### src/rtl/ptt_pkg.sv
package ptt_pkg;
  localparam int TAP_COUNT = 4;
  localparam int TSEL_W    = $clog2(TAP_COUNT);

  typedef enum logic {
    MODE_SINGLE  = 1'b0,
    MODE_RECYCLE = 1'b1
  } run_mode_e;
endpackage

### src/rtl/ptt_counter.sv
module ptt_counter #(
  parameter int W = 16
) (
  input  logic         clk,
  input  logic         hold_clr,
  output logic [W-1:0] count
);
  // Counting is suspended and cleared while any reset is active.
  always_ff @(posedge clk) begin
    if (hold_clr) count <= '0;
    else          count <= count + 1'b1;
  end
endmodule

### src/rtl/ptt_tap_mux.sv
module ptt_tap_mux
  import ptt_pkg::*;
#(
  parameter int W  = 16,
  parameter int S0 = 13,
  parameter int S1 = 10,
  parameter int S2 = 8,
  parameter int S3 = 16
) (
  input  logic [W-1:0]      count,
  input  logic [TSEL_W-1:0] sel,
  output logic              tap
);
  localparam int STAGES [TAP_COUNT] = '{S0, S1, S2, S3};

  logic [TAP_COUNT-1:0] taps;

  // Stage N of a binary ripple corresponds to count bit N-1.
  for (genvar i = 0; i < TAP_COUNT; i++) begin : g_tap
    assign taps[i] = count[STAGES[i]-1];
  end

  assign tap = taps[sel];
endmodule

### src/rtl/ptt_oneshot.sv
module ptt_oneshot (
  input  logic clk,
  input  logic clr,
  input  logic release_hold,
  input  logic tap,
  output logic held
);
  // Set on the first high level of the tap; later toggles are ignored.
  always_ff @(posedge clk) begin
    if (clr || release_hold) held <= 1'b0;
    else if (tap)            held <= 1'b1;
  end
endmodule

### src/rtl/prog_tap_timer.sv
module prog_tap_timer
  import ptt_pkg::*;
#(
  parameter int CNT_W      = 16,
  parameter int STAGE_SEL0 = 13,
  parameter int STAGE_SEL1 = 10,
  parameter int STAGE_SEL2 = 8,
  parameter int STAGE_SEL3 = 16
) (
  input  logic       clk,
  input  logic       mst_rst,
  input  logic       auto_off,
  input  logic       por_req,
  input  logic [1:0] tap_sel,
  input  logic       recycle,
  input  logic       invert,
  output logic       tick_out
);
  logic             clr;
  logic [CNT_W-1:0] count_q;
  logic             tap_bit;
  logic             held_q;
  logic             level;
  run_mode_e        mode;

  assign mode = run_mode_e'(recycle);
  // The power-on request is honoured only while the auto path is enabled.
  assign clr  = mst_rst | (por_req & ~auto_off);

  ptt_counter #(.W(CNT_W)) u_cnt (
    .clk      (clk),
    .hold_clr (clr),
    .count    (count_q)
  );

  ptt_tap_mux #(
    .W  (CNT_W),
    .S0 (STAGE_SEL0),
    .S1 (STAGE_SEL1),
    .S2 (STAGE_SEL2),
    .S3 (STAGE_SEL3)
  ) u_mux (
    .count (count_q),
    .sel   (tap_sel),
    .tap   (tap_bit)
  );

  ptt_oneshot u_latch (
    .clk          (clk),
    .clr          (clr),
    .release_hold (mode == MODE_RECYCLE),
    .tap          (tap_bit),
    .held         (held_q)
  );

  // The tap is ORed in so the output moves in the very cycle the count arrives.
  always_comb begin
    if (mode == MODE_RECYCLE) level = tap_bit;
    else                      level = tap_bit | held_q;
    tick_out = level ^ invert;
  end
endmodule

### config.mk
export PLATFORM = sky130hd
export DESIGN_NAME = prog_tap_timer
export DESIGN_NICKNAME = d
export VERILOG_FILES = /design/src/rtl/ptt_pkg.sv /design/src/rtl/ptt_counter.sv /design/src/rtl/ptt_tap_mux.sv /design/src/rtl/ptt_oneshot.sv /design/src/rtl/prog_tap_timer.sv
export SDC_FILE = /design/constraint.sdc
export NUM_CORES = 1
export LEC_CHECK = 0
export ABC_AREA = 1
export ABC_CLOCK_PERIOD_IN_PS = 1450
export BUFFER_PORTS_ARGS = -buffer_cell sky130_fd_sc_hd__buf_2
export CELL_PAD_IN_SITES_DETAIL_PLACEMENT = 1
export CELL_PAD_IN_SITES_GLOBAL_PLACEMENT = 1
export CORE_ASPECT_RATIO = 1.5
export CORE_UTILIZATION = 40
export CTS_CLUSTER_DIAMETER = 80
export DETAILED_ROUTE_END_ITERATION = 10
export PLACE_DENSITY = 0.86
export SETUP_SLACK_MARGIN = 0.3
export SLEW_MARGIN = 20
export SYNTH_ARGS = -nofsm -noshare
export SYNTH_HDL_FRONTEND = slang
export SYNTH_SLANG_ARGS = --single-unit
### constraint.sdc
create_clock -name clk -period 1.45 [get_ports clk]
set_input_delay 0.145 -clock clk [delete_from_list [all_inputs] [get_ports clk]]
set_output_delay 0.145 -clock clk [all_outputs]
set_load 0.005 [all_outputs]
Word level (Yosys, flattened, before mapping)

Index checks and enable logic that the tools add are counted.

Divide/modulo/power cells: 0
Multipliers: 0
Multiplexer cells: 3
Reductions and logical operators: 1
Eq/ne operators: 0
$lt $le $gt $ge: 1
Shift-type cells: 0
Bitwise operators: 5
Add/subtract/negate cells: 1

Operators by type and width:

| cell                                                       | count |
|---|---|
| adder 16 x 1 -> 16 bit, second input constant              | 1 |
| less-than comparator 2 x 3 -> 1 bit, second input constant | 1 |
| binary-select mux 1 bit (select 2 bit)                     | 1 |
| two-way mux 1 bit                                          | 2 |
| OR 1 bit                                                   | 2 |
| AND 1 bit                                                  | 1 |
| logical OR 1 bit                                           | 1 |
| inverter 1 bit                                             | 1 |
| bitwise XOR 1 bit                                          | 1 |

RAM bits: 0
Latch bits: 0
ROM bits: 0
Bits in registers: 17
Memories: 0

Longest topological paths before layout

Gate-level depths: netlist of run 1.

Depth after elaboration: 5
Mapped depth: 8

By module

From an unflattened synthesis of run 1, not the netlist that was laid out.

Cell total of the unflattened synthesis: 142
Area, all modules: 905.9 um^2

Modules (own cells, without submodules):

| module         | cells an instance | instances | area an instance (um^2) |
|---|---|---|---|
| ptt_counter    | 113               | 1         | 770.7 |
| ptt_tap_mux    | 13                | 1         | 51.3 |
| prog_tap_timer | 10                | 1         | 45.0 |
| ptt_oneshot    | 6                 | 1         | 38.8 |

Worst setup path before layout of run 1

Ideal clock, no wire load.

Kind: register to register
From: register u_cnt.count[0]
To: register u_cnt.count[12]
Data required time: 1341 ps
Clock period less this slack: 1187 ps
Library setup time: 109 ps
Stages on the path, launching flop included: 9
Arrival: 1078 ps
Slack: 263 ps
Cell sequence: dfxtp_1 ha_1 nand3_2 nor2_4 nand3_1 nand2_1 nand2_1 nand2_1 inv_1

Longest elaborated chain between the ends: 1

Ends and longest elaborated chain:

| item                     | RTL line          | text |
|---|---|---|
| start: declaration       | ptt_counter.sv:6  | `output logic [W-1:0] count` |
| start signal: assignment | ptt_counter.sv:11 | `else count <= count + 1'b1;` |
| adder 16 x 1 -> 16 bit   | ptt_counter.sv:11 |  |

No other way between the ends.
A chain may end at the register's enable or synchronous reset.

Worst setup path in the final report of run 1

From: register u_cnt.count[9]
To: output port tick_out

Longest elaborated chain between the ends: 5

Ends and longest elaborated chain:

| item                                        | RTL line             | text |
|---|---|---|
| binary-select mux 1 bit (select 2 bit) (*)  | ptt_tap_mux.sv:23    | `assign tap = taps[sel];` |
| two-way mux 1 bit (implied by the code) (*) | ptt_tap_mux.sv:23    |  |
| OR 1 bit                                    | prog_tap_timer.sv:59 | `else level = tap_bit \| held_q;` |
| two-way mux 1 bit (*)                       | prog_tap_timer.sv:58 | `if (mode == MODE_RECYCLE) level = tap_bit;` |
| bitwise XOR 1 bit (*)                       | prog_tap_timer.sv:60 | `tick_out = level ^ invert;` |
| end: declaration                            | prog_tap_timer.sv:17 | `output logic tick_out` |

Every way passes the cells marked *; elsewhere a longest branch is shown, timed or not. The select of a mux whose other input is x is not followed.

==> out/results.tsv, run 1 <==
stage	metric	value	unit
synth	Synth Warn #	0	
global_routing	initial antenna violation count	0	
setup_path	crit path kind	register to output pin	
floorplanning	core area	2102	µm²
synth	top post-synthesis cells by area	dfxtp_1 37%, nand2_1 14%, inv_1 8.6%	
setup_path	worst setup path startpoint	u_cnt.count[9]$_SDFF_PP0_	
synth	EDFF count, synth	0	
synth	Yosys top cell area share	36.96	%
setup_path	critical path's slowest cell	dfxtp_4	
setup_path	startpoint types	register	
sta	final period utilization	94.42	%
detailed_routing	drt first pass iters	6	
sta	final hold slack	45.99	ps
detailed_routing	Routed Wire Length	2.728	mm
sta	Max-slew headroom	81.95	%
floorplanning	Initial Util	43.81	%
synth	count of cell types in the netlist	25	
power	Worst VDD drop	0.0004910	V
cells_and_area	# fillers	269	
synth	compound-gate portion of the synthesized area	9.103	%
sta	RSZ-0062 raised after global routing	true	
cts	Clock Tree Root	clkbuf_4	
cts	Clock transition at path regs	110	ps
setup_path	Critical Path Fanout Max	2	
synth	ys async rst share	0	%
synth	sequential share of the synthesized area	36.96	%
global_routing	Total GRT Usage	22.78	%
cells_and_area	layout net count	167	
synth	main combinational cell family by area after synthesis	simple AND/OR/NAND/NOR gates	
power	Power per Cell Area	657.4	nW/µm²
setup_path	CP required	1310	ps
power	Lkg Pwr	0.5837	nW
setup_path	FF-to-FF path depth	8	
worst_hold_path	worst min path class	input pin to register	
cts	clk_lat worst skew	290	ps
placed_design	GPL Wtd Cong	0.7822	
setup_path	Cell Chain, Critical Path	a21oi_4, nand2_2, nand2_2, o21ai_2, nand2_1, nand2_1, buf_2	
sta	final setup fails	0	
sta	clk_skew	12.53	ps
synth	Syn Nets	143	
global_routing	number of global-route vias before repair	914	
synth	Mapped Cells	134	
floorplanning	die area	2502	µm²
cts	Max Buffers Root-to-Sink	2	
synth	synthesized area	920.9	µm²
sta	Fin. Hold Viols	0	
synth	Post-Synth Adder-Cell Area	1.359	%
worst_hold_path	Worst Hold Depth	2	
global_routing	global-route wire length before repair	3.829	mm
detailed_routing	post-route DRC violation count	0	
cts	htree depth	1	
cts	CTS tree	built	
sta	measured slew at the worst slew-check pin	270.3	ps
placed_design	dpl cell area	1006	µm²
cts	hold_buf cts	0	
synth	mux cell area share after synthesis	0	%
setup_path	R2R Path Start	u_cnt.count[0]$_SDFF_PP0_	
sta	total negative slack	0	ps
setup_path	register-to-register setup slack	220	ps
run	Max Cap Violations	0	
cts	Sink Count	17	
floorplanning	I/O pins	9	
cts	total clock buffers created by CTS	3	
placed_design	DPL Wire Length	1.614	mm
placed_design	pre-CTS WS	209.8	ps
cells_and_area	ant diodes	0	
synth	post-synthesis register bit count	17	
placed_design	Post-Place Cells	164	
synth	Synth Area in XOR/XNOR	2.853	%
synth	Primary FF master, synth	dfxtp_1	
detailed_routing	antenna viol nets, final	0	
detailed_routing	Vias/cell	5.257	
worst_hold_path	Worst Hold Path EP	u_latch.held$_SDFFE_PP0P_	
detailed_routing	drt first-iter violations	12	
floorplanning	Die Wd	41.18	µm
floorplanning	Core Rows	20	
setup_path	Worst EP arrival	1220	ps
sta	setup ws final	80.92	ps
placed_design	# port buffers	8	
cells_and_area	Final Non-Filler Cells	179	
global_routing	largest net degree at the start of global routing	13	
sta	Final min period	1369	ps
cells_and_area	layout cells sized above 1	47.77	%
detailed_routing	routed len/inst	15.24	µm
setup_path	Max stage delay on crit path	370	ps
synth	Avg Cell Area, Syn	6.872	µm²
setup_path	r2r endpoint	u_cnt.count[12]$_SDFF_PP0_	
cells_and_area	post-route cell area	1250	µm²
synth	count leader, synth	nand2_1	
global_routing	total grt overflow	0	
synth	Synth Area in Simple Gates	38.59	%
sta	fmax	730.4	MHz
power	overall power	0.8218	mW
floorplanning	Die H	60.77	µm
worst_hold_path	Hold Crit Start	recycle	
sta	Slew Limit Fails	0	
cells_and_area	fin util	59.46	%
synth	Commonest cells post-synth	35 x nand2_1, 21 x inv_1, 17 x dfxtp_1	
synth	Yosys top cell by area	dfxtp_1	
detailed_routing	via count	941	
setup_path	Crit. End Element	output pin	
run_status	run status	completed	
cells_and_area	P&R area growth vs syn	35.73	%
-- final cells by class --
class / count / area, µm² / share of cell area [%]
clock buffers: 4 / 26.28 / 2.102
inverters: 26 / 97.59 / 7.808
multi-input cells: 90 / 599.3 / 47.95
flip-flops and latches: 17 / 365.4 / 29.23
well taps: 22 / 27.53 / 2.202
repair buffers: 20 / 133.9 / 10.71
-- worst max-delay path, delay by kind of cell (launching register included) --
kind,cells,cell delay [ps]
buf+inv,1,120
flops,1,370
simple gates,4,260
compound gates,2,170
-- per-layer routing --
layer  track usage [%]  share of wire, %  up-vias  wire length, µm
met3             2.564               1.3        8               36
met2             42.19                59       13             1612
li1                  -                 -      458                -
met1             23.41                37      462             1016
met5                 0                 0        -                0
met4             11.06               2.3        0               63
-- cells in the final DEF (no fill, tap or decap), drive strengths merged --
| cell | netlist | layout |
|---|---|---|
| o21ai | 3 | 3 |
| nor3b | 2 | 2 |
| dfxtp | 17 | 17 |
| nor3 | 1 | 1 |
| inv | 25 | 26 |
| buf | 1 | 20 |
| nand3 | 10 | 10 |
| o21a | 1 | 1 |
| xnor2 | 1 | 1 |
| clkbuf | 0 | 4 |
| nand4 | 1 | 1 |
| xor2 | 2 | 2 |
| ha | 1 | 1 |
| o211ai | 1 | 1 |
| nand2 | 39 | 39 |
| a21oi | 10 | 10 |
| nor2 | 18 | 18 |
-- sequential cells by signal (all words and copies together) (netlist names) --
signal,count
u_cnt.count,16
u_latch.held,1
-- what timing repair did --
item,4_1_cts,5_1_grt
buffers inserted,6,5
setup endpoints to repair,8,12
endpoints found under the hold margin,0,0
pin swaps,8,15
gates resized for setup,14,32
-- worst max path at each step --
| stage | slack (ps) | to | depth (start not counted) |
|---|---|---|---|
| CTS | 30 | tick_out | 7 |
| detailed placement | 210 | u_cnt.count[12]$_SDFF_PP0_ | 8 |
| global route | -30 | tick_out | 7 |
| global placement | 260 | u_cnt.count[12]$_SDFF_PP0_ | 8 |
| floorplan | 310 | u_cnt.count[12]$_SDFF_PP0_ | 8 |
| finish | 80 | tick_out | 7 |
-- kinds of logic (layout without fill, tap and decap cells) --
| family | after synthesis | in the layout |
|---|---|---|
| simple gates | 71 | 71 |
| xor+xnor | 3 | 3 |
| flops | 17 | 17 |
| fa+ha+maj | 1 | 1 |
| compound gates | 15 | 15 |
| buf+inv | 27 | 50 |
-- power by group --
group / leakage, nW / switching [mW] / internal (mW)
registers: 0.144 / 0.00704 / 0.467
clock network: 0.0150 / 0.151 / 0.107
logic: 0.424 / 0.0494 / 0.0399
total: 0.584 / 0.208 / 0.614
Note: power is estimated with default switching activity, not from simulation.
==> run 2: changes to the inputs <==
- ABC_CLOCK_PERIOD_IN_PS: 1450 -> 1200
- CORE_UTILIZATION: 40 -> 36
- PLACE_DENSITY: 0.86 -> 0.82
- clock period: 1.45 -> 1.2 ns (I/O delays scaled with it)
==> out/results.tsv, run 2 (synthesis gave the netlist of run 1 again) <==
stage	metric	value	unit	change
cells_and_area	fin util	57.18	%	-2.3 points
sta	setup ws final	-114.4	ps	-195.3 ps
detailed_routing	drt first pass iters	4		-2
sta	Fin. Hold Viols	0		unchanged
placed_design	# port buffers	8		unchanged
floorplanning	core area	2422	µm²	+15%
floorplanning	Core Rows	22		+10%
setup_path	Cell Chain, Critical Path	a21oi_2, nand2_2, nand2_2, o21ai_2, nand2_1, nand2_1, buf_2		
sta	Final min period	1314	ps	
setup_path	buffer and inverter count on the worst path	1		unchanged
floorplanning	Die H	63.95	µm	+5.2%
global_routing	global-route wire length before repair	4.153	mm	+8.5%
cells_and_area	Top reg by flops	u_cnt.count		
cells_and_area	most frequent cells in the layout	25 x nand2_1, 19 x inv_1, 9 x nand2_2, 9 x nor2_1, 9 x buf_6		
setup_path	Worst EP arrival	1190	ps	-30 ps
power	Worst VDD drop	0.0004975	V	+1.3%
detailed_routing	routed len/inst	15.21	µm	-0.21%
sta	Max-slew headroom	80.73	%	-1.2 points
detailed_routing	via count	922		-2.0%
cts	hold_buf cts	0		unchanged
cts	Clock transition at path regs	100	ps	about the same
run	Max Cap Violations	0		unchanged
detailed_routing	antenna viol nets, final	0		unchanged
global_routing	Total GRT Usage	20.28	%	-2.5 points
setup_path	startpoint types	register		
cts	total clock buffers created by CTS	3		unchanged
setup_path	Max stage delay on crit path	360	ps	about the same
sta	clk_skew	4.341	ps	-8.191 ps
setup_path	CP required	1080	ps	-230 ps
setup_path	cell family with most CP delay	flip-flops		
sta	final hold slack	17.68	ps	-28.31 ps
detailed_routing	Vias/cell	5.038		-4.2%
global_routing	number of global-route vias before repair	950		+3.9%
cells_and_area	most common cell after layout, fill and taps aside	nand2_1		
setup_path	register-to-register setup slack	-70	ps	-290 ps
sta	RSZ-0062 raised after global routing	true		
cts	Clock Tree Root	clkbuf_4		
cells_and_area	top flop regs	u_cnt.count (16), u_latch.held (1)		
floorplanning	die area	2769	µm²	+11%
power	Lkg Pwr	0.6223	nW	+6.6%
placed_design	GPL Wtd Cong	0.7535		-3.7%
cells_and_area	P&R area growth vs syn	50.41	%	
cts	Max Buffers Root-to-Sink	2		unchanged
cells_and_area	ant diodes	0		unchanged
detailed_routing	drt first-iter violations	10		-2
sta	fmax	760.8	MHz	
floorplanning	Die Wd	43.30	µm	+5.1%
power	Power per Cell Area	736.2	nW/µm²	+12%
floorplanning	I/O pins	9		unchanged
floorplanning	Initial Util	38.02	%	-5.8 points
cts	clk_lat worst skew	310	ps	+20 ps
placed_design	DPL Wire Length	1.591	mm	-1.4%
cells_and_area	layout cells sized above 1	57.86	%	+10 points
cts	Sink Count	17		unchanged
cts	htree depth	1		unchanged
worst_hold_path	worst min path class	input pin to register		
setup_path	Critical Path Fanout Max	2		unchanged
cells_and_area	layout net count	169		+1.2%
setup_path	critical path's slowest cell	dfxtp_4		
setup_path	Crit. End Element	output pin		
global_routing	largest net degree at the start of global routing	13		unchanged
sta	measured slew at the worst slew-check pin	288.6	ps	+18.34 ps
run_status	run status	finished, violations left		
cells_and_area	Largest register FFs	16		unchanged
run_status	failing checks	setup timing		
global_routing	total grt overflow	0		unchanged
detailed_routing	post-route DRC violation count	0		unchanged
sta	final setup fails	5		+5
setup_path	crit path kind	register to output pin		
detailed_routing	Routed Wire Length	2.783	mm	+2.0%
global_routing	initial antenna violation count	0		unchanged
sta	final period utilization	109.5	%	
cts	CTS tree	built		
sta	Slew Limit Fails	0		unchanged
-- run 2: final cells by class --
class / count / area (µm²)
clock buffer: 4 / 26.28
fill: 299 / 1037
tap: 24 / 30.03
sequential: 17 / 374.1
inverter: 26 / 101.3
timing repair buffer: 22 / 178.9
multi-input combinational: 90 / 674.4
-- run 2: through the flow --
stage	power, mW	instance area, µm²	std cells	TNS (ps)	worst slack, ps
after global placement	0.6675	1040	167	0	41.08
after global routing	1.065	1385	183	-827.2	-203.7
after detailed placement	0.6744	1040	167	-15.50	-15.50
final	1.020	1385	183	-309.2	-114.4
after CTS	1.013	1236	177	-140.1	-140.1
after floorplan	0.6378	959.7	134	0	81.54
-- run 2: metal layers --
| metal | routed length (µm) | track usage (%) | share of wire, % |
|---|---|---|---|
| met2 | 1711 | 39.37 | 61 |
| met3 | 25 | 1.695 | 0.90 |
| met1 | 1002 | 20.67 | 36 |
| met5 | 0 | 0 | 0 |
| met4 | 43 | 9.091 | 1.5 |
-- run 2: worst paths after layout --
check / cells after the start / startpoint / end
min: 2 / recycle / u_latch.held$_SDFFE_PP0P_
min reg2reg: 2 / u_cnt.count[15]$_SDFF_PP0_ / u_cnt.count[15]$_SDFF_PP0_
max reg2reg: 8 / u_cnt.count[1]$_SDFF_PP0_ / u_cnt.count[12]$_SDFF_PP0_
max: 7 / u_cnt.count[9]$_SDFF_PP0_ / tick_out
-- run 2: repair_timing --
item	in CTS	in global routing
resized for setup	39	27
endpoints found under the setup margin	14	16
pin swaps	18	23
setup buffers	6	6
-- run 2: report_power, final --
| group | switching (mW) | internal [mW] |
|---|---|---|
| Sequential | 0.0112 | 0.559 |
| Combinational | 0.0647 | 0.0559 |
| Clock | 0.199 | 0.130 |
| Total | 0.275 | 0.745 |
==> run 3: changes to the inputs <==
- RECOVER_POWER: unset -> 25
- REMOVE_ABC_BUFFERS: unset -> 1
==> out/results.tsv, run 3 (synthesis gave the netlist of run 1 again) <==
stage	metric	value	unit	change
run_status	run status	finished, violations left		
run_status	failing checks	setup timing		
sta	Fin. Hold Viols	0		unchanged
global_routing	initial antenna violation count	0		unchanged
detailed_routing	drt first pass iters	4		unchanged
setup_path	crit path kind	register to register		
power	Worst VDD drop	0.0005863	V	+18%
detailed_routing	Vias/cell	5.094		+1.1%
detailed_routing	post-route DRC violation count	0		unchanged
setup_path	Worst EP arrival	1540	ps	+350 ps
cts	Sink Count	17		unchanged
floorplanning	Die H	63.95	µm	unchanged
worst_hold_path	worst min path class	input pin to register		
detailed_routing	drt first-iter violations	7		-3
cells_and_area	top flop regs	u_cnt.count (16), u_latch.held (1)		
power	overall power	1.046	mW	+2.6%
floorplanning	Die Wd	43.30	µm	unchanged
setup_path	Critical Path Fanout Max	2		unchanged
cells_and_area	Largest register FFs	16		unchanged
cts	total clock buffers created by CTS	3		unchanged
floorplanning	core area	2422	µm²	unchanged
global_routing	largest net degree at the start of global routing	13		unchanged
setup_path	startpoint types	register		
cells_and_area	layout net count	177		+4.7%
sta	Max-slew headroom	80.25	%	-0.48 points
sta	measured slew at the worst slew-check pin	295.8	ps	+7.126 ps
detailed_routing	antenna viol nets, final	0		unchanged
sta	final period utilization	111.2	%	+1.7 points
sta	clk_skew	11.40	ps	+7.056 ps
sta	RSZ-0062 raised after global routing	true		
floorplanning	die area	2769	µm²	unchanged
global_routing	Total GRT Usage	22.33	%	+2.0 points
cells_and_area	fin util	57.80	%	+0.62 points
cts	htree depth	1		unchanged
detailed_routing	Routed Wire Length	3.040	mm	+9.2%
setup_path	CP required	1400	ps	+320 ps
detailed_routing	routed len/inst	15.92	µm	+4.7%
sta	setup ws final	-134.8	ps	-20.37 ps
floorplanning	I/O pins	9		unchanged
cells_and_area	most common cell after layout, fill and taps aside	nand2_1		
power	Power per Cell Area	747.4	nW/µm²	+1.5%
global_routing	global-route wire length before repair	4.547	mm	+9.5%
cts	Max Buffers Root-to-Sink	2		unchanged
sta	Final min period	1335	ps	+20.37 ps
cells_and_area	Top reg by flops	u_cnt.count		
placed_design	GPL Wtd Cong	0.7838		+4.0%
cts	Clock Tree Root	clkbuf_4		
cells_and_area	most frequent cells in the layout	26 x nand2_1, 20 x inv_1, 12 x buf_6		
run	Max Cap Violations	0		unchanged
global_routing	number of global-route vias before repair	1048		+10%
sta	Slew Limit Fails	0		unchanged
floorplanning	Initial Util	38.02	%	unchanged
cells_and_area	P&R area growth vs syn	52.04	%	
cells_and_area	layout cells sized above 1	56.89	%	-0.98 points
cells_and_area	# fillers	287		-4.0%
cells_and_area	ant diodes	0		unchanged
placed_design	# port buffers	8		unchanged
setup_path	Crit. End Element	register		
global_routing	total grt overflow	0		unchanged
cts	CTS tree	built		
sta	final setup fails	8		+3
cts	Clock transition at path regs	120	ps	+20 ps
detailed_routing	via count	973		+5.5%
sta	fmax	749.2	MHz	-1.5%
placed_design	DPL Wire Length	1.769	mm	+11%
power	Lkg Pwr	0.6182	nW	-0.65%
floorplanning	Core Rows	22		unchanged
cts	clk_lat worst skew	300	ps	about the same
sta	final hold slack	12.96	ps	-4.720 ps
-- run 3: critical path: stages, from the launching register on --
cell and delay (ps):
dfxtp_4 360, a21oi_2 120, nand2_1 90, buf_4 140, buf_4 120, buf_4 120
buf_4 120, a21oi_2 120, nor3_2 40
-- run 3: routing by layer --
metal	part of all wire [%]	vias up	wire, µm	track usage (%)
met5	0	-	0	0
met4	3.8	0	116	11.36
li1	-	477	-	-
met1	32	468	974	20.70
met3	1.3	12	40	2.260
met2	63	16	1909	44.59
-- run 3: cell type report --
type	count	area [µm²]	share of cell area, %
clock inverters	1	5.005	0.3575
repair buffers	30	250.2	17.87
multi-input cells	90	621.8	44.41
flip-flops and latches	17	367.9	26.27
inverters	26	102.6	7.328
clock buffers	3	22.52	1.609
well taps	24	30.03	2.145
-- run 3: power breakdown --
| part | internal, mW | switching, mW | total [mW] | leakage (nW) |
|---|---|---|---|---|
| logic | 0.0706 | 0.0735 | 0.144 | 0.456 |
| registers | 0.564 | 0.0110 | 0.575 | 0.145 |
| clock network | 0.124 | 0.203 | 0.328 | 0.0177 |
| total | 0.759 | 0.288 | 1.05 | 0.618 |
-- run 3: stage by stage --
step                      cells  setup TNS [ps]  setup WS [ps]  area (µm²)
after floorplan             133               0          12.97       915.9
after global placement      171               0          37.21        1031
after detailed placement    171          -63.63         -37.11        1031
after CTS                   185          -490.5         -162.6        1274
after global routing        191           -1117         -193.1        1400
final                       191          -429.6         -134.8        1400
-- run 3: repair_timing --
item                       in CTS  in global routing
gates resized for setup        45                 26
hold buffers                    0                  0
setup endpoints to repair      16                 16
pin swaps                      17                 22
buffers inserted               10                  6
-- run 3: final timing paths --
kind / start / end / slack, ps / depth (start not counted)
setup / recovery: u_cnt.count[9]$_SDFF_PP0_ / u_latch.held$_SDFFE_PP0P_ / -130 / 8
hold / removal: recycle / u_latch.held$_SDFFE_PP0P_ / 10 / 2
setup reg to reg: u_cnt.count[9]$_SDFF_PP0_ / u_latch.held$_SDFFE_PP0P_ / -130 / 8
hold reg to reg: u_cnt.count[15]$_SDFF_PP0_ / u_cnt.count[15]$_SDFF_PP0_ / 500 / 2
